`src/rtl/trig_pattern_gen.sv`:
```
module trig_pattern_gen #(
  parameter int PER_W = 16,
  parameter int CNT_W = 16,
  parameter logic [31:0] LFSR_SEED = 32'h0000_0001
) (
  input  logic             clk,
  input  logic             rst_n,
  input  logic             cfg_random,
  input  logic [PER_W-1:0] cfg_period,
  input  logic [31:0]      cfg_threshold,
  input  logic [CNT_W-1:0] cfg_count,
  input  logic             ext_mode,
  input  logic             start,
  input  logic             stop,
  input  logic             single_req,
  input  logic             ecr_req,
  input  logic             bcr_req,
  input  logic             cal_req,
  input  logic             busy,
  input  logic             ext_l1a,
  input  logic             ext_ecr,
  input  logic             ext_bcr,
  input  logic             ext_cal,
  output logic             l1a,
  output logic             ecr,
  output logic             bcr,
  output logic             cal,
  output logic             running
);

  logic [31:0]      lfsr;
  logic [PER_W-1:0] per_cnt;
  logic [CNT_W-1:0] gen_cnt;
  logic             hold_l1a, hold_ecr, hold_bcr, hold_cal;

  wire [PER_W-1:0] reload = (cfg_period == '0) ? '0 : cfg_period - 1'b1;
  wire lfsr_fb = lfsr[31] ^ lfsr[21] ^ lfsr[1] ^ lfsr[0];

  wire fire    = running & (cfg_random ? (lfsr < cfg_threshold) : (per_cnt == '0));
  wire accept  = fire & ~busy;
  wire last    = accept && (cfg_count != '0) && (gen_cnt == cfg_count - 1'b1);
  wire new_l1a = (single_req | fire) & ~busy;

  wire av_bcr = hold_bcr | bcr_req;
  wire av_ecr = hold_ecr | ecr_req;
  wire av_l1a = hold_l1a | new_l1a;
  wire av_cal = hold_cal | cal_req;

  wire g_bcr = av_bcr;
  wire g_ecr = av_ecr & ~av_bcr;
  wire g_l1a = av_l1a & ~av_bcr & ~av_ecr;
  wire g_cal = av_cal & ~av_bcr & ~av_ecr & ~av_l1a;

  always_ff @(posedge clk) begin
    if (!rst_n) begin
      lfsr    <= LFSR_SEED;
      per_cnt <= '0;
      gen_cnt <= '0;
      running <= 1'b0;
      {l1a, ecr, bcr, cal} <= '0;
      {hold_l1a, hold_ecr, hold_bcr, hold_cal} <= '0;
    end else begin
      lfsr <= {lfsr[30:0], lfsr_fb};
      if (ext_mode) begin
        {l1a, ecr, bcr, cal} <= {ext_l1a, ext_ecr, ext_bcr, ext_cal};
        {hold_l1a, hold_ecr, hold_bcr, hold_cal} <= '0;
        running <= 1'b0;
        gen_cnt <= '0;
      end else begin
        {l1a, ecr, bcr, cal} <= {g_l1a, g_ecr, g_bcr, g_cal};
        hold_bcr <= av_bcr & ~g_bcr;
        hold_ecr <= av_ecr & ~g_ecr;
        hold_l1a <= av_l1a & ~g_l1a;
        hold_cal <= av_cal & ~g_cal;
        if (start) begin
          running <= 1'b1;
          per_cnt <= reload;
          gen_cnt <= '0;
        end else if (stop || last) begin
          running <= 1'b0;
        end else if (running) begin
          per_cnt <= (per_cnt == '0) ? reload : per_cnt - 1'b1;
          gen_cnt <= gen_cnt + CNT_W'(accept);
        end
      end
    end
  end

  p_one_cmd_r6: assert property (@(posedge clk) disable iff (!rst_n)
    !$past(ext_mode) |-> $onehot0({l1a, ecr, bcr, cal}));

  p_bcr_first_r6: assert property (@(posedge clk) disable iff (!rst_n)
    (bcr_req && !ext_mode) |=> bcr);

  p_busy_block_r7: assert property (@(posedge clk) disable iff (!rst_n)
    (busy && !ext_mode && !hold_l1a) |=> !l1a);

  p_stop_r4: assert property (@(posedge clk) disable iff (!rst_n)
    (stop && !start) |=> !running);

  p_ext_pass_r8: assert property (@(posedge clk) disable iff (!rst_n)
    ext_mode |=> (l1a == $past(ext_l1a)) && (cal == $past(ext_cal)) && !running);

  p_zero_thr_r5: assert property (@(posedge clk) disable iff (!rst_n)
    (running && cfg_random && cfg_threshold == '0) |-> !fire);

endmodule

```
`config.mk`:
```
export PLATFORM = sky130hd
export DESIGN_NAME = trig_pattern_gen
export DESIGN_NICKNAME = d
export VERILOG_FILES = /design/src/rtl/trig_pattern_gen.sv
export SDC_FILE = /design/constraint.sdc
export NUM_CORES = 1
export LEC_CHECK = 0
export ABC_AREA = 1
export CAP_MARGIN = 20
export CORE_ASPECT_RATIO = 1.2
export CORE_UTILIZATION = 40
export CTS_BUF_LIST = sky130_fd_sc_hd__clkbuf_8
export CTS_CLUSTER_SIZE = 30
export DETAILED_ROUTE_END_ITERATION = 10
export SYNTH_ARGS = -nofsm -noshare
export SYNTH_HDL_FRONTEND = slang
export SYNTH_SLANG_ARGS = --single-unit
```
`constraint.sdc`:
```
create_clock -name clk -period 6.9 [get_ports clk]
set_input_delay 1.035 -clock clk [delete_from_list [all_inputs] [get_ports clk]]
set_output_delay 1.035 -clock clk [all_outputs]
set_load 0.05 [all_outputs]
```
After elaboration in Yosys (flattened, before gate mapping)
Index checks and enable logic that the tools add are counted.
- word-level logic and storage cells: 71
- output and inout bits: 5
- input port bits: 79
- register bits after elaboration: 72
- eq/ne operators: 2
- muxes and demuxes: 12
- add/subtract/negate cells: 4
- magnitude comparators: 1
- reduce and logical (&&, ||, !) cells: 12
- bitwise operators: 29
- operator list (cell ; count):
    two-way mux 16 bit ; 5
    subtractor 16 x 1 -> 16 bit (second input constant) ; 3
    zero test 16 bit ; 2
    < comparator 32 bit ; 1
    adder 16 x 1 -> 16 bit ; 1
    equality test 16 bit ; 1
    nonzero test 16 bit ; 1
    bitwise AND 1 bit ; 12
    NOT 1 bit ; 10
    two-way mux 1 bit ; 7
    OR 1 bit ; 4
    nonzero test 2 bit ; 2
    AND reduction 3 bit ; 1
    OR reduction 3 bit ; 1
    bitwise XOR 1 bit ; 3
    logical AND 1 bit ; 2
    inequality test 2 bit (second input constant) ; 1
    AND reduction 2 bit ; 1
    OR reduction 2 bit ; 1
    logical OR 1 bit ; 1

Logic depth before layout (Yosys ltp)
Gate-level depths: netlist of run 1.
- depth in word-level cells: 10
- mapped depth: 21

Worst setup path after synthesis of run 1
Ideal clock, no wire load.
- path type: input-to-reg
- start: in cfg_threshold[5]
- end: reg gen_cnt[14]
- data arrival time: 3201 ps
- setup slack: 3628 ps
- cell stages on the path: 19
- path through: inv_1 -> ha_1 -> a21oi_1 -> nor2_1 -> nor3_1 -> nand2_1 -> nand2_1 -> nand2_1 -> nand2_1 -> nand2_1 -> a21oi_2 -> ha_1 -> ha_1 -> nand2_1 -> nor3_1 -> nand3_1 -> xnor2_1 -> nand3_1 -> a21oi_1
- cells in the longest elaborated chain, start to end: 9
- ends and longest elaborated chain (element ; RTL line ; RTL):
    start, declared ; 10 ; input logic [31:0] cfg_threshold,
    < comparator 32 bit * ; 39 ; wire fire = running & (cfg_random ? (lfsr < cfg_threshold) : (per_cnt == '0));
    two-way mux 1 bit * ; 39 ;
    bitwise AND 1 bit * ; 39 ;
    bitwise AND 1 bit * ; 40 ; wire accept = fire & ~busy;
    branches (longest 5 deep; another with adder 16 x 1 -> 16 bit) ; n/a ;
    end signal, assigned ; 83 ; gen_cnt <= gen_cnt + CNT_W'(accept);
    end, declared ; 33 ; logic [CNT_W-1:0] gen_cnt;
Mark *: on every way between the ends.
A chain may end at the register's enable or synchronous reset.

Worst setup path after layout of run 1
Ends and elaborated chain as after synthesis.

==> results by stage, run 1 <==
Status:
- The run finished with clean final reports.

Detailed routing:
- The detail route stage leaves a number of antenna-violating nets equal to 0.
- The routed wire length per instance is about 12 um.
- In the detailed route, the total length drawn on met3 is 541 um.
- The pre-antenna-repair detailed-routing pass consisted of 5 iterations.
- The number of remaining DRC errors is 0.
- The count of vias placed by the detailed router is 4849.
- The number of vias per cell is between 4 and 5.
- The detailed router used layers up to and including met4.
- After detailed routing, the wire length on met1 is 5460 um.
- The routed wire length on met2 is 5940 um.
- For this block, the routed nets add up to 12100 um of wire.
- In this run, the number of DRC markers left after iteration 0 of detailed routing was 185.

Timing:
- The total of endpoints with negative setup slack in the final report is 0.
- The number of hold violations in the final report is 0.
- The maximum frequency from static timing analysis is 0.262 GHz.
- The worst max-slew margin expressed relative to the limit is 38.2%.
- The post-route fraction of the period consumed by the critical path is 55.3%.
- The slew at the pin closest to its max-slew limit is 0.926 ns.
- Setup repair after global routing left no endpoint under its margin.
- The number of pins with negative max-slew slack in the final report was 0.
- After routing, the total negative slack on setup checks comes to 0 ns.
- Between clock sinks in the finished design, the worst skew comes to 0.0141 ns.
- For the finished layout, the period the worst path requires is roughly 3.8 ns.
- The worst path meets setup with 3.08 ns of slack.

Critical path:
- For the worst setup path, the data required time is around 7.2 ns.
- The category of the most critical setup path is in2reg.
- The arrival time reported for the critical path endpoint is 4.09 ns.
- STA classifies the critical path startpoint as an input port.
- The top fanout value on the critical path is 3.
- The worst register-to-register path has a setup slack of 3.79 ns.
- The worst setup path is captured at a flip-flop.

Finish:
- The library cells used most frequently in the layout, excluding fill and tap cells, are 160 x sky130_fd_sc_hd__nand2_1, 134 x sky130_fd_sc_hd__inv_1, 92 x sky130_fd_sc_hd__nor2_1.
- The post-layout net count is 957.
- The growth of design area from synthesis to finish is 23.7%.
- The number of diodes added for antenna fixing is 0.
- Registers take 1440 um^2.
- In the final layout, the multi-input gates occupy about 3000 um^2.
- The leading cell type in the layout, fill and taps excluded is sky130_fd_sc_hd__nand2_1.
- The fill cell instance count of the final layout is 1272.
- The share of layout cells above drive strength 1 is 4.97%.

Placed design:
- At the end of routability-driven placement, the weighted congestion stood at 0.925.
- The number of buffers added on ports is 83.
- Summed over all nets, the half-perimeter wirelength after detailed placement is 9570 um.
- The worst-case setup slack after placement is 2.77 ns.

Clock tree:
- Once the clock tree was built, the resizer swapped 0 gates to a different size.
- The clock root buffer master is sky130_fd_sc_hd__clkbuf_8.
- The clock net in this run drives a total of 72 sinks.
- Post-CTS timing repair inserted 0 buffers for setup.
- The clock transition at the registers of the reported paths is 0.07 ns.
- The source-to-sink clock delay at the later pin of the worst-skew pair is 0.34 ns.
- TritonCTS built the clock tree.
- The clock tree synthesis step divided the H-tree into 3 levels.
- The maximum buffer depth of the clock tree is 2.
- Buffers inserted during clock tree synthesis total 9.
- The number of hold buffers added after CTS was 0.

Global route:
- The number of global-route vias before repair came to 4780.
- Entering global routing, the biggest net connects 52 pins.
- The first global-routing pass estimated 20700 um of wire.
- The initial antenna violation count is 0.
- The total overflow left after global routing is 0.
- In the global route stage, overall resource usage came out at 19.3%.

Floorplanning:
- The die extent in x is 105 um.
- The initial core utilization is 41.3%.
- The total die area is between 10000 and 15000 um^2.
- The area of the core region is 12200 um^2.
- The I/O pin count is 84.
- The row count is 44.
- The die is 125 um tall.

Power:
- The power density normalized to cell area is 168 nW/um^2.
- In this run the static leakage power is around 0.003 uW.
- The worst voltage drop across the vdd grid is between 0.08 and 0.09 mV.

Logic synthesis:
- The synthesis-stage register bit count is 72.
- The sequential-to-total area share from yosys stat is between 20% and 30%.
- In this run, distinct cell masters in the synthesized netlist total 33.
- The total number of yosys warnings is 0.
- The summed instance area of the synthesized netlist is 5040 um^2.
- Counting every net in the synthesized netlist gives 877.
- The number of instances in the synthesized netlist is 761.
- The mean post-synth cell area is about 6.6 um^2.

Job:
- Max-cap violations in this run came to 0.

Hold path:
- The class of the worst hold path is reg2reg.
## metal layers
| layer | track usage (%) | vias up |
|---|---|---|
| li1 | - | 2547 |
| met1 | 22.8 | 2190 |
| met2 | 34.4 | 95 |
| met3 | 4.38 | 17 |
| met4 | 5.97 | 0 |
| met5 | 0 | - |
## cell usage after synthesis, drive strengths merged
master    n  area share [%]
nand3    66             6.6
a21oi    41             4.1
nor2    106             8.8
inv     135              10
clkbuf    9            0.67
xor2     39             6.8
o21ai    15             1.5
or2       5            0.62
dfxtp    72              29
ha       37             9.2
nand4    11             1.4
nand2   165              13
a31o      1            0.17
a31oi     1            0.12
o22ai     7            0.87
nor4      4            0.50
nand3b    3            0.45
buf       6            0.92
a22oi     4            0.60
xnor2    17             3.0
nor3     16             1.6
clkinv    1           0.074
## power by group
part           total, uW  switching [uW]  leakage, uW  internal [uW]
clock                394             153     0.000122            241
combinational        213             114      0.00235           98.5
sequential           439            12.1     0.000586            427
## metrics by stage
step	cell area, um^2	total power (uW)	std cells	util (%)	hold WS [ns]
after global routing	6240	1100	1006	51.0	0.458
after CTS	6240	1060	1006	51.0	0.438
after floorplan	5040	579	761	-	0.417
after detailed placement	6000	661	991	49.1	0.432
after global placement	6000	657	991	49.1	0.428
final	6240	1050	1006	51.0	0.431
## cell families (layout without fill, tap and decap cells)
| group | count (synthesis) | count (layout) | share of synthesized area [%] |
|---|---|---|---|
| compound gates | 69 | 69 | 7.39 |
| xor+xnor | 56 | 56 | 9.72 |
| fa+ha+maj | 37 | 37 | 9.18 |
| buf+inv | 151 | 235 | 11.8 |
| flops | 72 | 72 | 28.6 |
| simple gates | 376 | 376 | 33.4 |
## layout make-up
class / instances / share of cell area (%)
Timing Repair Buffer: 84 / 13.4
Clock buffer: 13 / 2.87
Clock inverter: 2 / 0.963
Inverter: 136 / 8.22
Sequential cell: 72 / 23.1
Multi-Input combinational cell: 538 / 48.3
Tap cell: 161 / 3.23
## flip-flops by register name, summed over array words and instances (netlist names)
register  cells
bcr           1
hold_ecr      1
running       1
per_cnt      16
hold_l1a      1
cal           1
l1a           1
ecr           1
hold_cal      1
lfsr         32
gen_cnt      16
## critical path, cell delays in order
cell and delay, ns:
sky130_fd_sc_hd__clkdlybuf4s50_1 0.45, sky130_fd_sc_hd__inv_1 0.04, sky130_fd_sc_hd__ha_1 0.29, sky130_fd_sc_hd__a21oi_1 0.14, sky130_fd_sc_hd__nor2_1 0.06, sky130_fd_sc_hd__nor3_1 0.13
sky130_fd_sc_hd__nand2_1 0.07, sky130_fd_sc_hd__nand2_1 0.05, sky130_fd_sc_hd__nand2_1 0.06, sky130_fd_sc_hd__nand2_1 0.06, sky130_fd_sc_hd__nand2_1 0.06, sky130_fd_sc_hd__a21oi_2 0.26
sky130_fd_sc_hd__ha_1 0.25, sky130_fd_sc_hd__ha_1 0.21, sky130_fd_sc_hd__nand2_1 0.08, sky130_fd_sc_hd__nor3_1 0.26, sky130_fd_sc_hd__nand3_1 0.14, sky130_fd_sc_hd__xnor2_1 0.18
sky130_fd_sc_hd__nand3_1 0.09, sky130_fd_sc_hd__a21oi_1 0.15
## path summary, 6_finish.rpt
kind / startpoint / to / cells after the start
setup / recovery: cfg_threshold[5] / gen_cnt[14]$_SDFFE_PP0P_ / 20
hold / removal: lfsr[20]$_SDFF_PN0_ / lfsr[21]$_SDFF_PN0_ / 2
hold reg to reg: lfsr[20]$_SDFF_PN0_ / lfsr[21]$_SDFF_PN0_ / 2
setup reg to reg: per_cnt[0]$_SDFFE_PN0P_ / gen_cnt[14]$_SDFFE_PP0P_ / 15
Power figures use the tool's default switching activity.
==> run 2, diff against run 1 <==
--- a/config.mk
+++ b/config.mk
@@ -12,6 +12,7 @@
 export CTS_BUF_LIST = sky130_fd_sc_hd__clkbuf_8
 export CTS_CLUSTER_SIZE = 30
 export DETAILED_ROUTE_END_ITERATION = 10
+export PLACE_DENSITY = 0.65
 export SYNTH_ARGS = -nofsm -noshare
 export SYNTH_HDL_FRONTEND = slang
 export SYNTH_SLANG_ARGS = --single-unit
==> constraint.sdc (replaced) <==
create_clock -name clk -period 3.4 [get_ports clk]
set_input_delay 0.51 -clock clk [delete_from_list [all_inputs] [get_ports clk]]
set_output_delay 0.51 -clock clk [all_outputs]
set_load 0.05 [all_outputs]
==> run 2 against run 1 <==
Net effect: via count shrank 2.1%; sequential power grew 100%; critical path depth is the same; critical endpoint unchanged.
==> results by stage, run 2 (synthesis gave the netlist of run 1 again) <==
Finish:
- The number of flip-flops under the largest register name is 32 (unchanged).
- The largest registers in the layout are lfsr x32, gen_cnt x16, per_cnt x16.
- The final non-filler cell total came to 1016 (+0.99%).
- The largest register by flop count is lfsr.
- The share of layout cells above drive strength 1 is 5.73% (+0.76 points).
- The fill cell instance count of the final layout came to 1313 (+3.2%).
- The number of diodes added for antenna fixing was 0 (unchanged).
- The area growth from synthesis to layout is 23.9%.
- The leading cell type in the layout, fill and taps excluded is sky130_fd_sc_hd__nand2_1.
- The post-layout net count is 968 (+1.1%).
- The library cells used most frequently in the layout, excluding fill and tap cells, are 160 x sky130_fd_sc_hd__nand2_1, 137 x sky130_fd_sc_hd__inv_1, 92 x sky130_fd_sc_hd__nor2_1.

Placed design:
- The placed cell count is 1002 (+1.1%).
- The number of buffers added on ports is 83 (unchanged).
- The total half-perimeter wirelength after legalization and detailed placement is 9440 um (-1.4%).
- The last weighted congestion value of the routability-driven placer came to 0.896 (-3.1%).

Timing:
- The worst max-slew margin expressed relative to the limit is 63.6% (+25 points).
- The worst path uses about nine tenths of the clock period.
- The number of hold violations in the final report is 0 (unchanged).
- The worst hold slack is 0.436 ns (+0.00495 ns).
- The total of endpoints with negative setup slack in the final report came to 0 (unchanged).
- Setup repair after global routing left no endpoint under its margin.
- The slew at the pin closest to its max-slew limit is 0.544 ns (-0.382 ns).
- The worst setup skew after layout came to 0.0112 ns (-0.00292 ns).
- The maximum frequency from static timing analysis is 0.333 GHz.
- The number of pins with negative max-slew slack in the final report is 0 (unchanged).
- The sum of negative setup slack came to 0 ns (unchanged).
- The minimum clock period is 3.01 ns.

Critical path:
- The data required time of the worst path is 3.69 ns (-3.48 ns).
- The nature of the critical path startpoint is an input port.
- By instance count, the cell type seen most on the critical path is sky130_fd_sc_hd__nand2_1.
- The standard cell with the maximum stage delay on the critical path is sky130_fd_sc_hd__clkdlybuf4s50_1.
- Broken down by cell family, the worst path's largest delay share belongs to simple AND/OR/NAND/NOR gates.
- The arrival time reported for the critical path endpoint is 3.30 ns (-0.79 ns).
- The buffer and inverter count on the worst path is 2 (unchanged).
- The top fanout value on the critical path is 3 (unchanged).
- Walking the worst path, the cells encountered are clkdlybuf4s50_1, inv_1, ha_1, a21oi_1, nor2_1, nor3_1, nand2_1, nand2_1, nand2_1, nand2_1, nand2_1, a21oi_2, ha_1, ha_1, nand2_1, nor3_1, nand3_1, xnor2_1, nand3_1, a21oi_1.
- STA classifies the critical path endpoint as a flip-flop.
- The category of the most critical setup path is in2reg.
- The maximum single-stage delay on the critical path came to 0.45 ns (about the same).

Global route:
- The initial antenna violation count was 0 (unchanged).
- The number of global-route vias before repair is 4420 (-7.5%).
- The largest net degree at the start of global routing is 51 (-1.9%).
- The global-route wire length before repair came to 19800 um (-4.8%).
- The total global routing track utilization is 18.9% (-0.44 points).
- The total congestion overflow came to 0 (unchanged).

Detailed routing:
- The number of remaining DRC errors is 0 (unchanged).
- The post-route antenna net violation count is 0 (unchanged).
- The number of optimization iterations in the first detailed-route pass is 4 (-1).
- The routed wire length per instance is 11.9 um (-1.7%).
- The count of vias placed by the detailed router is 4749 (-2.1%).
- The number of vias per cell is 4.67 (-3.0%).
- The number of DRC violations after detailed-routing iteration 0 came to 220 (+19%).
- The total routed wirelength is 12000 um (-0.68%).

Floorplanning:
- The total die area is 13100 um^2 (unchanged).
- The initial core utilization is 41.3% (unchanged).
- The area of the core region is 12200 um^2 (unchanged).
- The I/O pin count came to 84 (unchanged).
- The die height is 125 um (unchanged).
- The die extent in x is 105 um (unchanged).
- The row count is 44 (unchanged).

Clock tree:
- The maximum buffer depth of the clock tree is 2 (unchanged).
- The TritonCTS buffer count is 9 (unchanged).
- The H-tree depth reported by CTS is 3 (unchanged).
- The number of buffers inserted by hold repair at cts is 0 (unchanged).
- TritonCTS built the clock tree.
- The source-to-sink clock delay at the later pin of the worst-skew pair is 0.36 ns (+0.02 ns).
- The setup fix buffers added after clock tree synthesis was 0 (unchanged).
- The clock root buffer master is sky130_fd_sc_hd__clkbuf_8.
- The clock transition at the registers of the reported paths is 0.08 ns (about the same).
- The count of clock tree sinks was 72 (unchanged).
- The number of gates resized after cts is 0 (unchanged).

Status:
- The run finished with clean final reports.

Job:
- The total of max-cap violations is 0 (unchanged).

Power:
- The leakage power figure is 0.00309 uW (+0.93%).
- The worst voltage drop across the vdd grid came to 0.190 mV (+120%).
- The power density normalized to cell area came to 305 nW/um^2 (+82%).

Hold path:
- In this run the worst hold path is classified as reg2reg.
[run 2: layout make-up]
class,instances,area (um^2),share of cell area (%)
clock inverters,4,16.3,0.260
repair buffers,95,928,14.9
clock buffers,10,138,2.20
flip-flops and latches,72,1440,23.1
inverters,136,513,8.21
multi-input cells,538,3010,48.2
well taps,161,201,3.22
[run 2: final timing paths]
check | start | end | slack (ns) | cells after the start
min | lfsr[16]$_SDFF_PN0_ | lfsr[17]$_SDFF_PN0_ | 0.44 | 2
max reg2reg | per_cnt[0]$_SDFFE_PN0P_ | gen_cnt[14]$_SDFFE_PP0P_ | 0.59 | 15
max | cfg_threshold[5] | gen_cnt[14]$_SDFFE_PP0P_ | 0.39 | 20
min reg2reg | lfsr[16]$_SDFF_PN0_ | lfsr[17]$_SDFF_PN0_ | 0.44 | 2
[run 2: per-stage QoR]
stage | utilization, % | worst slack (ns) | total power, uW | area (um^2)
2_1_floorplan | - | 0.653 | 1180 | 5040
3_3_place_gp | 49.9 | 0.0760 | 1340 | 6090
3_5_place_dp | 49.9 | 0.0636 | 1350 | 6090
4_1_cts | 51.1 | 0.392 | 1930 | 6250
5_1_grt | 51.1 | 0.0698 | 2020 | 6250
6_report | 51.1 | 0.393 | 1900 | 6250
[run 2: report_power, final]
| group | internal (uW) | switching, uW | leakage [uW] |
|---|---|---|---|
| Clock | 268 | 311 | 0.0000918 |
| Sequential | 867 | 24.3 | 0.000586 |
| Combinational | 206 | 229 | 0.00241 |
[run 2: worst reg2reg max path, stage by stage, from the launching register on]
cell	delay, ns
sky130_fd_sc_hd__dfxtp_1	0.31
sky130_fd_sc_hd__inv_1	0.12
sky130_fd_sc_hd__ha_1	0.20
sky130_fd_sc_hd__nand2_1	0.15
sky130_fd_sc_hd__nor2_2	0.22
sky130_fd_sc_hd__nand4_1	0.14
sky130_fd_sc_hd__or2_1	0.24
sky130_fd_sc_hd__a21oi_2	0.16
sky130_fd_sc_hd__ha_1	0.21
sky130_fd_sc_hd__ha_1	0.19
sky130_fd_sc_hd__nand2_1	0.07
sky130_fd_sc_hd__nor3_1	0.24
sky130_fd_sc_hd__nand3_1	0.12
sky130_fd_sc_hd__xnor2_1	0.14
sky130_fd_sc_hd__nand3_1	0.09
sky130_fd_sc_hd__a21oi_1	0.15
[run 2: metal layers]
metal  GRT usage, %  routed length, um
met5              0                  0
met3           4.01                464
met4           7.73                248
met1           21.1               5380
met2           34.4               5950
